File: config.mk
export PLATFORM = sky130hd
export DESIGN_NAME = flash_cmd_decoder
export DESIGN_NICKNAME = d
export VERILOG_FILES = /design/src/rtl/fcd_pkg.sv /design/src/rtl/fcd_wr_sampler.sv /design/src/rtl/fcd_seq_fsm.sv /design/src/rtl/fcd_id_read.sv /design/src/rtl/flash_cmd_decoder.sv
export SDC_FILE = /design/constraint.sdc
export NUM_CORES = 1
export LEC_CHECK = 0
export CAP_MARGIN = 40
export CORE_MARGIN = 5
export CORE_UTILIZATION = 35
export CTS_CLUSTER_DIAMETER = 30
export DETAILED_ROUTE_END_ITERATION = 8
export GPL_TIMING_DRIVEN = 0
export SLEW_MARGIN = 0
export SYNTH_ARGS = -nofsm -noshare
export SYNTH_HDL_FRONTEND = slang
export SYNTH_HIERARCHICAL = 1
export SYNTH_SLANG_ARGS = --single-unit
File: constraint.sdc
create_clock -name clk -period 3.6 [get_ports clk]
set_input_delay 0.9 -clock clk [delete_from_list [all_inputs] [get_ports clk]]
set_output_delay 0.9 -clock clk [all_outputs]
set_load 0.03 [all_outputs]
File: src/rtl/fcd_pkg.sv
package fcd_pkg;

  typedef enum logic [2:0] {
    OP_RESET   = 3'd0,
    OP_IDENT   = 3'd1,
    OP_PROGRAM = 3'd2,
    OP_CHIP_ER = 3'd3,
    OP_SECT_ER = 3'd4,
    OP_SUSPEND = 3'd5,
    OP_RESUME  = 3'd6
  } fcd_op_e;

  typedef enum logic [2:0] {
    ST_READ,
    ST_UNL1,
    ST_UNL2,
    ST_PGM,
    ST_ER3,
    ST_ER4,
    ST_ER5,
    ST_IDENT
  } fcd_state_e;

  localparam logic [7:0] D_KEY1   = 8'hAA;
  localparam logic [7:0] D_KEY2   = 8'h55;
  localparam logic [7:0] D_RESET  = 8'hF0;
  localparam logic [7:0] D_IDENT  = 8'h90;
  localparam logic [7:0] D_PGM    = 8'hA0;
  localparam logic [7:0] D_ERASE  = 8'h80;
  localparam logic [7:0] D_CHIP   = 8'h10;
  localparam logic [7:0] D_SECT   = 8'h30;
  localparam logic [7:0] D_SUSP   = 8'hB0;

endpackage

File: src/rtl/fcd_wr_sampler.sv
module fcd_wr_sampler #(
  parameter int ADDR_W = 18,
  parameter int SYNC_N = 2
) (
  input  logic              clk,
  input  logic              rst_n,
  input  logic              bus_ce_n,
  input  logic              bus_we_n,
  input  logic              bus_oe_n,
  input  logic [ADDR_W-1:0] bus_addr,
  input  logic [7:0]        bus_din,
  output logic              wr_pulse,
  output logic [ADDR_W-1:0] wr_addr,
  output logic [7:0]        wr_data
);

  logic [SYNC_N-1:0] we_sh;
  logic              we_s;
  logic              we_d;
  logic              armed;
  logic              fall;
  logic              rise;

  assign we_s = we_sh[SYNC_N-1];
  assign fall = we_d & ~we_s;
  assign rise = ~we_d & we_s;

  // strobe synchroniser chain
  always_ff @(posedge clk) begin
    if (!rst_n) we_sh <= '1;
    else        we_sh <= {we_sh[SYNC_N-2:0], bus_we_n};
  end

  always_ff @(posedge clk) begin
    if (!rst_n) begin
      we_d     <= 1'b1;
      armed    <= 1'b0;
      wr_pulse <= 1'b0;
      wr_addr  <= '0;
      wr_data  <= '0;
    end else begin
      we_d     <= we_s;
      wr_pulse <= 1'b0;
      if (fall) begin
        armed   <= !bus_ce_n && bus_oe_n;
        wr_addr <= bus_addr;
      end
      if (rise && armed) begin
        wr_pulse <= 1'b1;
        wr_data  <= bus_din;
        armed    <= 1'b0;
      end
    end
  end

  AST_WR_SINGLE: assert property (@(posedge clk) disable iff (!rst_n)
    wr_pulse |=> !wr_pulse);
  AST_WR_NEEDS_ARM: assert property (@(posedge clk) disable iff (!rst_n)
    wr_pulse |-> $past(armed));

endmodule

File: src/rtl/fcd_seq_fsm.sv
module fcd_seq_fsm
  import fcd_pkg::*;
#(
  parameter int ADDR_W = 18,
  parameter int UNLK_W = 11
) (
  input  logic              clk,
  input  logic              rst_n,
  input  logic              wr_pulse,
  input  logic [ADDR_W-1:0] wr_addr,
  input  logic [7:0]        wr_data,
  input  logic              ctl_prog_busy,
  input  logic              ctl_erase_busy,
  input  logic              ctl_erase_susp,
  output logic              cmd_valid,
  output fcd_op_e           cmd_op,
  output logic [ADDR_W-1:0] cmd_addr,
  output logic [7:0]        cmd_data,
  output logic              id_mode
);

  localparam logic [UNLK_W-1:0] A_FIRST  = UNLK_W'(11'h555);
  localparam logic [UNLK_W-1:0] A_SECOND = UNLK_W'(11'h2AA);

  fcd_state_e st, st_nx;
  logic       issue;
  fcd_op_e    op_nx;
  logic       at_first, at_second;

  assign at_first  = wr_addr[UNLK_W-1:0] == A_FIRST;
  assign at_second = wr_addr[UNLK_W-1:0] == A_SECOND;

  always_comb begin
    st_nx = st;
    issue = 1'b0;
    op_nx = OP_RESET;
    if (wr_pulse) begin
      if (ctl_prog_busy) begin
        st_nx = st;
      end else if (ctl_erase_busy) begin
        if (wr_data == D_SUSP) begin
          issue = 1'b1;
          op_nx = OP_SUSPEND;
        end
      end else if (st == ST_PGM) begin
        issue = 1'b1;
        op_nx = OP_PROGRAM;
        st_nx = ST_READ;
      end else if (wr_data == D_RESET) begin
        issue = 1'b1;
        op_nx = OP_RESET;
        st_nx = ST_READ;
      end else begin
        st_nx = ST_READ;
        unique case (st)
          ST_READ, ST_IDENT: begin
            if (at_first && wr_data == D_KEY1) st_nx = ST_UNL1;
            else if (wr_data == D_SECT && ctl_erase_susp) begin
              issue = 1'b1;
              op_nx = OP_RESUME;
            end
          end
          ST_UNL1: if (at_second && wr_data == D_KEY2) st_nx = ST_UNL2;
          ST_UNL2: begin
            if (at_first && wr_data == D_PGM) st_nx = ST_PGM;
            else if (at_first && wr_data == D_ERASE) st_nx = ST_ER3;
            else if (at_first && wr_data == D_IDENT) begin
              st_nx = ST_IDENT;
              issue = 1'b1;
              op_nx = OP_IDENT;
            end
          end
          ST_ER3: if (at_first && wr_data == D_KEY1) st_nx = ST_ER4;
          ST_ER4: if (at_second && wr_data == D_KEY2) st_nx = ST_ER5;
          ST_ER5: begin
            if (at_first && wr_data == D_CHIP) begin
              issue = 1'b1;
              op_nx = OP_CHIP_ER;
            end else if (wr_data == D_SECT) begin
              issue = 1'b1;
              op_nx = OP_SECT_ER;
            end
          end
          default: st_nx = ST_READ;
        endcase
      end
    end
  end

  always_ff @(posedge clk) begin
    if (!rst_n) begin
      st        <= ST_READ;
      cmd_valid <= 1'b0;
      cmd_op    <= OP_RESET;
      cmd_addr  <= '0;
      cmd_data  <= '0;
    end else begin
      st        <= st_nx;
      cmd_valid <= issue;
      if (issue) begin
        cmd_op   <= op_nx;
        cmd_addr <= wr_addr;
        cmd_data <= wr_data;
      end
    end
  end

  assign id_mode = (st == ST_IDENT);

  AST_PROG_BUSY_SILENT: assert property (@(posedge clk) disable iff (!rst_n)
    (wr_pulse && ctl_prog_busy) |=> !cmd_valid);
  AST_ERASE_ONLY_SUSPEND: assert property (@(posedge clk) disable iff (!rst_n)
    (wr_pulse && ctl_erase_busy && !ctl_prog_busy) |=> (!cmd_valid || cmd_op == OP_SUSPEND));
  AST_PGM_AFTER_ARM: assert property (@(posedge clk) disable iff (!rst_n)
    (cmd_valid && cmd_op == OP_PROGRAM) |-> $past(st) == ST_PGM);
  AST_RESUME_WHEN_SUSP: assert property (@(posedge clk) disable iff (!rst_n)
    (cmd_valid && cmd_op == OP_RESUME) |-> $past(ctl_erase_susp));
  AST_ID_ENTRY: assert property (@(posedge clk) disable iff (!rst_n)
    $rose(id_mode) |-> $past(wr_pulse && wr_data == D_IDENT));

endmodule

File: src/rtl/fcd_id_read.sv
module fcd_id_read #(
  parameter logic [7:0] MFR_CODE = 8'hC2,
  parameter logic [7:0] DEV_CODE = 8'hB0
) (
  input  logic       id_mode,
  input  logic [1:0] rd_lo,
  input  logic       sect_prot,
  output logic [7:0] id_rdata
);

  always_comb begin
    id_rdata = 8'h00;
    if (id_mode) begin
      unique case (rd_lo)
        2'b00: id_rdata = MFR_CODE;
        2'b01: id_rdata = DEV_CODE;
        2'b10: id_rdata = {7'b0, sect_prot};
        default: id_rdata = 8'h00;
      endcase
    end
  end

endmodule

File: src/rtl/flash_cmd_decoder.sv
module flash_cmd_decoder #(
  parameter int         ADDR_W   = 18,
  parameter int         UNLK_W   = 11,
  parameter int         SYNC_N   = 2,
  parameter logic [7:0] MFR_CODE = 8'hC2,
  parameter logic [7:0] DEV_CODE = 8'hB0
) (
  input  logic              clk,
  input  logic              rst_n,
  input  logic              bus_ce_n,
  input  logic              bus_we_n,
  input  logic              bus_oe_n,
  input  logic [ADDR_W-1:0] bus_addr,
  input  logic [7:0]        bus_din,
  input  logic              ctl_prog_busy,
  input  logic              ctl_erase_busy,
  input  logic              ctl_erase_susp,
  input  logic              sect_prot,
  output logic              cmd_valid,
  output logic [2:0]        cmd_op,
  output logic [ADDR_W-1:0] cmd_addr,
  output logic [7:0]        cmd_data,
  output logic              id_mode,
  output logic [7:0]        id_rdata
);

  logic              wr_pulse;
  logic [ADDR_W-1:0] wr_addr;
  logic [7:0]        wr_data;
  fcd_pkg::fcd_op_e  op_e;

  fcd_wr_sampler #(.ADDR_W(ADDR_W), .SYNC_N(SYNC_N)) u_smp (
    .clk      (clk),
    .rst_n    (rst_n),
    .bus_ce_n (bus_ce_n),
    .bus_we_n (bus_we_n),
    .bus_oe_n (bus_oe_n),
    .bus_addr (bus_addr),
    .bus_din  (bus_din),
    .wr_pulse (wr_pulse),
    .wr_addr  (wr_addr),
    .wr_data  (wr_data)
  );

  fcd_seq_fsm #(.ADDR_W(ADDR_W), .UNLK_W(UNLK_W)) u_fsm (
    .clk            (clk),
    .rst_n          (rst_n),
    .wr_pulse       (wr_pulse),
    .wr_addr        (wr_addr),
    .wr_data        (wr_data),
    .ctl_prog_busy  (ctl_prog_busy),
    .ctl_erase_busy (ctl_erase_busy),
    .ctl_erase_susp (ctl_erase_susp),
    .cmd_valid      (cmd_valid),
    .cmd_op         (op_e),
    .cmd_addr       (cmd_addr),
    .cmd_data       (cmd_data),
    .id_mode        (id_mode)
  );

  assign cmd_op = op_e;

  fcd_id_read #(.MFR_CODE(MFR_CODE), .DEV_CODE(DEV_CODE)) u_idr (
    .id_mode   (id_mode),
    .rd_lo     (bus_addr[1:0]),
    .sect_prot (sect_prot),
    .id_rdata  (id_rdata)
  );

  AST_CMD_SINGLE: assert property (@(posedge clk) disable iff (!rst_n)
    cmd_valid |=> !cmd_valid);
  AST_ID_IDLE_ZERO: assert property (@(posedge clk) disable iff (!rst_n)
    !id_mode |-> id_rdata == 8'h00);

endmodule

======== Word level (Yosys, flattened, before mapping) ========
Cells that the tools add are included.
cells by class
  equality and inequality tests ........... 20
  muxes and demuxes ....................... 41
  bitwise operators ....................... 7
  reduce and logical (&&, ||, !) cells .... 15
operators by type and width
  operator              number
  $mux 3                19
  $eq 8x8->1 const B    6
  $pmux 8 s3            1
  $mux 1                16
  $pmux 3 s5            1
  $eq 3x3->1 const B    4
  $eq 11x10->1 const B  1
  $eq 11x11->1 const B  1
  $logic_and 1x1->1     9
  $pmux 3 s3            1
  $eq 8x5->1 const B    1
  $eq 8x6->1 const B    1
  $eq 8x7->1 const B    1
  $mux 8                1
  $eq 3x2->1 const B    2
  $not 1->1             5
  $reduce_or 2->1       2
  $eq 3x1->1 const B    1
  $logic_not 3->1       1
  $pmux 1 s3            1
  $reduce_and 3->1      1
  $and 1x1->1           2
  $eq 2x1->1 const B    1
  $eq 2x2->1 const B    1
  other kinds (3)       3
storage, ports and cells
  bits in registers ....................... 64
  output and inout bits ................... 39
  logic and storage cells ................. 94

======== Longest topological paths before layout ========
  depth in word-level cells ............... 11
  depth in mapped cells ................... 8
  mapped depth without buffers ............ 5

======== Modules after synthesis ========
The synthesis kept the hierarchy.
modules (own cells, without submodules)
  module          times used  cells an instance  area an instance (sq um)
  fcd_seq_fsm     1           206                1780.5
  fcd_wr_sampler  1           130                1261.2
  fcd_id_read     1           9                  66.3

======== Worst setup path after synthesis ========
Ideal clock, no wire load.
  path kind ............................... register to output
  from .................................... register u_fsm.st[1]
  to ...................................... output port id_rdata[6]
  arrival time ............................ 2.223 ns
  required time ........................... 2.700 ns
  path slack .............................. 0.477 ns
  stages on the path, launching flop included .. 6
  cells stage by stage .................... dfxtp_1 clkbuf_8 nand2_1 nor2_1 nor3b_1 buf_4
between the ends
  word-level cells in the longest chain between the ends .. 2
ends and longest elaborated chain
  item                    line                     source
  from (decl)             fcd_seq_fsm.sv:25        fcd_state_e st, st_nx;
  from (signal assigned)  fcd_seq_fsm.sv:98        st <= st_nx;
  $eq 3x3->1              fcd_seq_fsm.sv:108       assign id_mode = (st == ST_IDENT);
  via id_mode             flash_cmd_decoder.sv:23  output logic id_mode,
  $mux 8                  fcd_id_read.sv:13        if (id_mode) begin
  to (decl)               flash_cmd_decoder.sv:24  output logic [7:0] id_rdata
The timed path passes the listed nets, and every way through them passes these cells.

======== Final worst setup path ========
  from .................................... input port bus_addr[1]
  to ...................................... output port id_rdata[6]
between the ends
  word-level cells in the longest chain between the ends .. 3
ends and longest elaborated chain
  item                                line                     source
  from (decl)                         flash_cmd_decoder.sv:13  input logic [ADDR_W-1:0] bus_addr,
  $eq 2x2->1 (tied with other cells)  fcd_id_read.sv:14        unique case (rd_lo)
  $pmux 8 s3 *                        fcd_id_read.sv:14
  $mux 8 *                            fcd_id_read.sv:13
Every way passes the cells marked *; elsewhere a longest branch is shown, timed or not.

==> metrics.txt <==
# H-tree levels=3; largest net degree at the start of global routing=11; Worst Path Buf+Inv=3; post-synthesis cell count=345; FF+latch count, synth=64; synthesized area=3110 sq um; ant diodes=0; IO Port Bufs=71; DRC Markers=0; Max-Cap Viols=0; Post-CTS Setup Bufs=0; setup TNS=0 ps; commonest cells after routing, fill and taps aside=nand2_1 (97), clkdlybuf4s50_1 (71), dfxtp_1 (64), mux2i_1 (26); Wirelength per Cell=14.4 um; Top Metal Used=met4; CP required=2700 ps; yosys warns=6; core area=8680 sq um; insertion delay to the later sink of the worst-skew pair=340 ps; worst min-delay path class=flop to flop; placed cell area=3960 sq um; final worst path period share=0.941; Worst R2R Setup Slack=1520 ps; clock slew at reported path FFs=70 ps; syn avg cell area=9.01 sq um; Final ANT Viol Nets=0; gr usage total=0.146; vias in the first global route=2687; Max Slew Vio Count=0; Fill cells=877; Vias per Instance=4.95; I/O pins=74; top fanout value on the critical path=5; PwrDens=329 nW/um^2; Final nets=463; Cell variety after synth=55; fmax=295 MHz; Crit Path Class=input port to output pin; Setup crit end kind=output pin; Die H=104 um; M1 WL=3500 um; CTS tree=yes; # rows=34; commonest non-fill, non-tap cell in the layout=nand2_1; Inserted Clock Buffers=9; Top delay family on crit path=buffers and inverters; CTS sink count=64; Detailed Route Iter0 Violations=97; Lkg Pwr=1.36 nW; layout cells sized above 1=0.159; antenna violations before repair=0; Die Area=10900 sq um; post-CTS sizing=0; minimum clock period=3390 ps; worst path cell trace=clkdlybuf4s50_1 > nor3b_1 > buf_4 > clkdlybuf4s50_1; Max stage delay cell, worst path=clkdlybuf4s50_1; Hold Buf Count CTS=0; register area share after synthesis=0.412; CP Launch Type=input port; cell area after layout=4120 sq um; DR vias=2679; WL met3=426 um; Setup WS post-layout=211 ps; maximum vdd drop=160 uV; drt total wl=7770 um; root buffer cell=clkbuf_8; Crit path top cell by count=clkdlybuf4s50_1; effective utilization at floorplan=0.358; Arrival @ worst endpoint=2490 ps; die width=104 um; first-pass GRT wire length=13000 um; Place WS=182 ps; HPWL Detailed=5820 um; Area Growth Syn to Fin=32.7%; Setup violations, final=0; Async SR Flop Fraction=0; RSZ-0062 raised after global routing=false; Layout Skew=6.54 ps; status=completed; Largest stage delay, worst path=660 ps; Post-synth top flop=dfxtp_1; GP Congestion=0.806; gr ovfl total=0; DR pass1 iterations=4; Final Hold Viols=0; EDFF count, synth=0; WL met2=3790 um; Total Power=1.36 mW; clock buffer depth=2
[metrics by stage]
stage | utilization | hold slack [ps] | std cells
2_1_floorplan | - | 386 | 346
3_3_place_gp | 0.456 | 389 | 525
3_5_place_dp | 0.456 | 396 | 525
4_1_cts | 0.475 | 414 | 541
5_1_grt | 0.475 | 430 | 541
6_report | 0.475 | 412 | 541
[layer usage]
layer,GRT usage,up-vias
met1,0.179,1247
met4,0.0444,0
met5,0,-
met3,0.0552,4
met2,0.236,81
li1,-,1347
[flip-flops by register name (all words and copies together) (netlist names), 2 cells and up]
name and flops:
u_smp/wr_data 8, u_fsm/cmd_addr 18, u_smp/we_sh 2, u_fsm/cmd_op 3, u_smp/wr_addr 18, u_fsm/st 3
u_fsm/cmd_data 8
[path summary, 6_finish.rpt]
check / start / end / cells after the start
min reg2reg: u_smp/we_sh[0] / u_smp/we_sh[1] / 1
max reg2reg: u_fsm/st[2] / u_fsm/cmd_addr[12] / 8
min: u_smp/we_sh[0] / u_smp/we_sh[1] / 1
max: bus_addr[1] / id_rdata[6] / 4
[power breakdown]
part,internal [mW],switching (mW)
logic,0.0548,0.0466
clock network,0.267,0.267
registers,0.716,0.00707
[cells by family (layout without fill, tap and decap cells)]
| group | Yosys count | count (layout) | synth area share |
|---|---|---|---|
| simple gates | 173 | 173 | 0.280 |
| flops | 64 | 64 | 0.412 |
| compound gates | 48 | 48 | 0.133 |
| buf+inv | 30 | 117 | 0.0813 |
| mux | 26 | 26 | 0.0837 |
| xor+xnor | 3 | 3 | 0.00846 |
| other cells | 1 | 2 | 0.00121 |
[area by class of cell]
type / instances / area [sq um] / share of cell area
well taps: 108 / 135 / 0.0328
multi-input cells: 252 / 1580 / 0.383
clock buffers: 13 / 149 / 0.0361
inverters: 3 / 11.3 / 0.00273
plain buffers: 27 / 241 / 0.0586
flip-flops and latches: 64 / 1280 / 0.311
repair buffers: 71 / 711 / 0.172
clock inverters: 3 / 17.5 / 0.00425
[synthesized netlist by cell type (all sizes together) (5+ instances only)]
cell	number	area share
nand2	107	0.14
dfxtp	64	0.41
mux2i	26	0.084
a21boi	18	0.056
nand3	15	0.027
buf	14	0.054
clkbuf	13	0.023
o21ai	11	0.027
nand2b	10	0.020
nor2	8	0.0097
nand4	5	0.010
No activity file was read; power rests on OpenSTA's default activity.
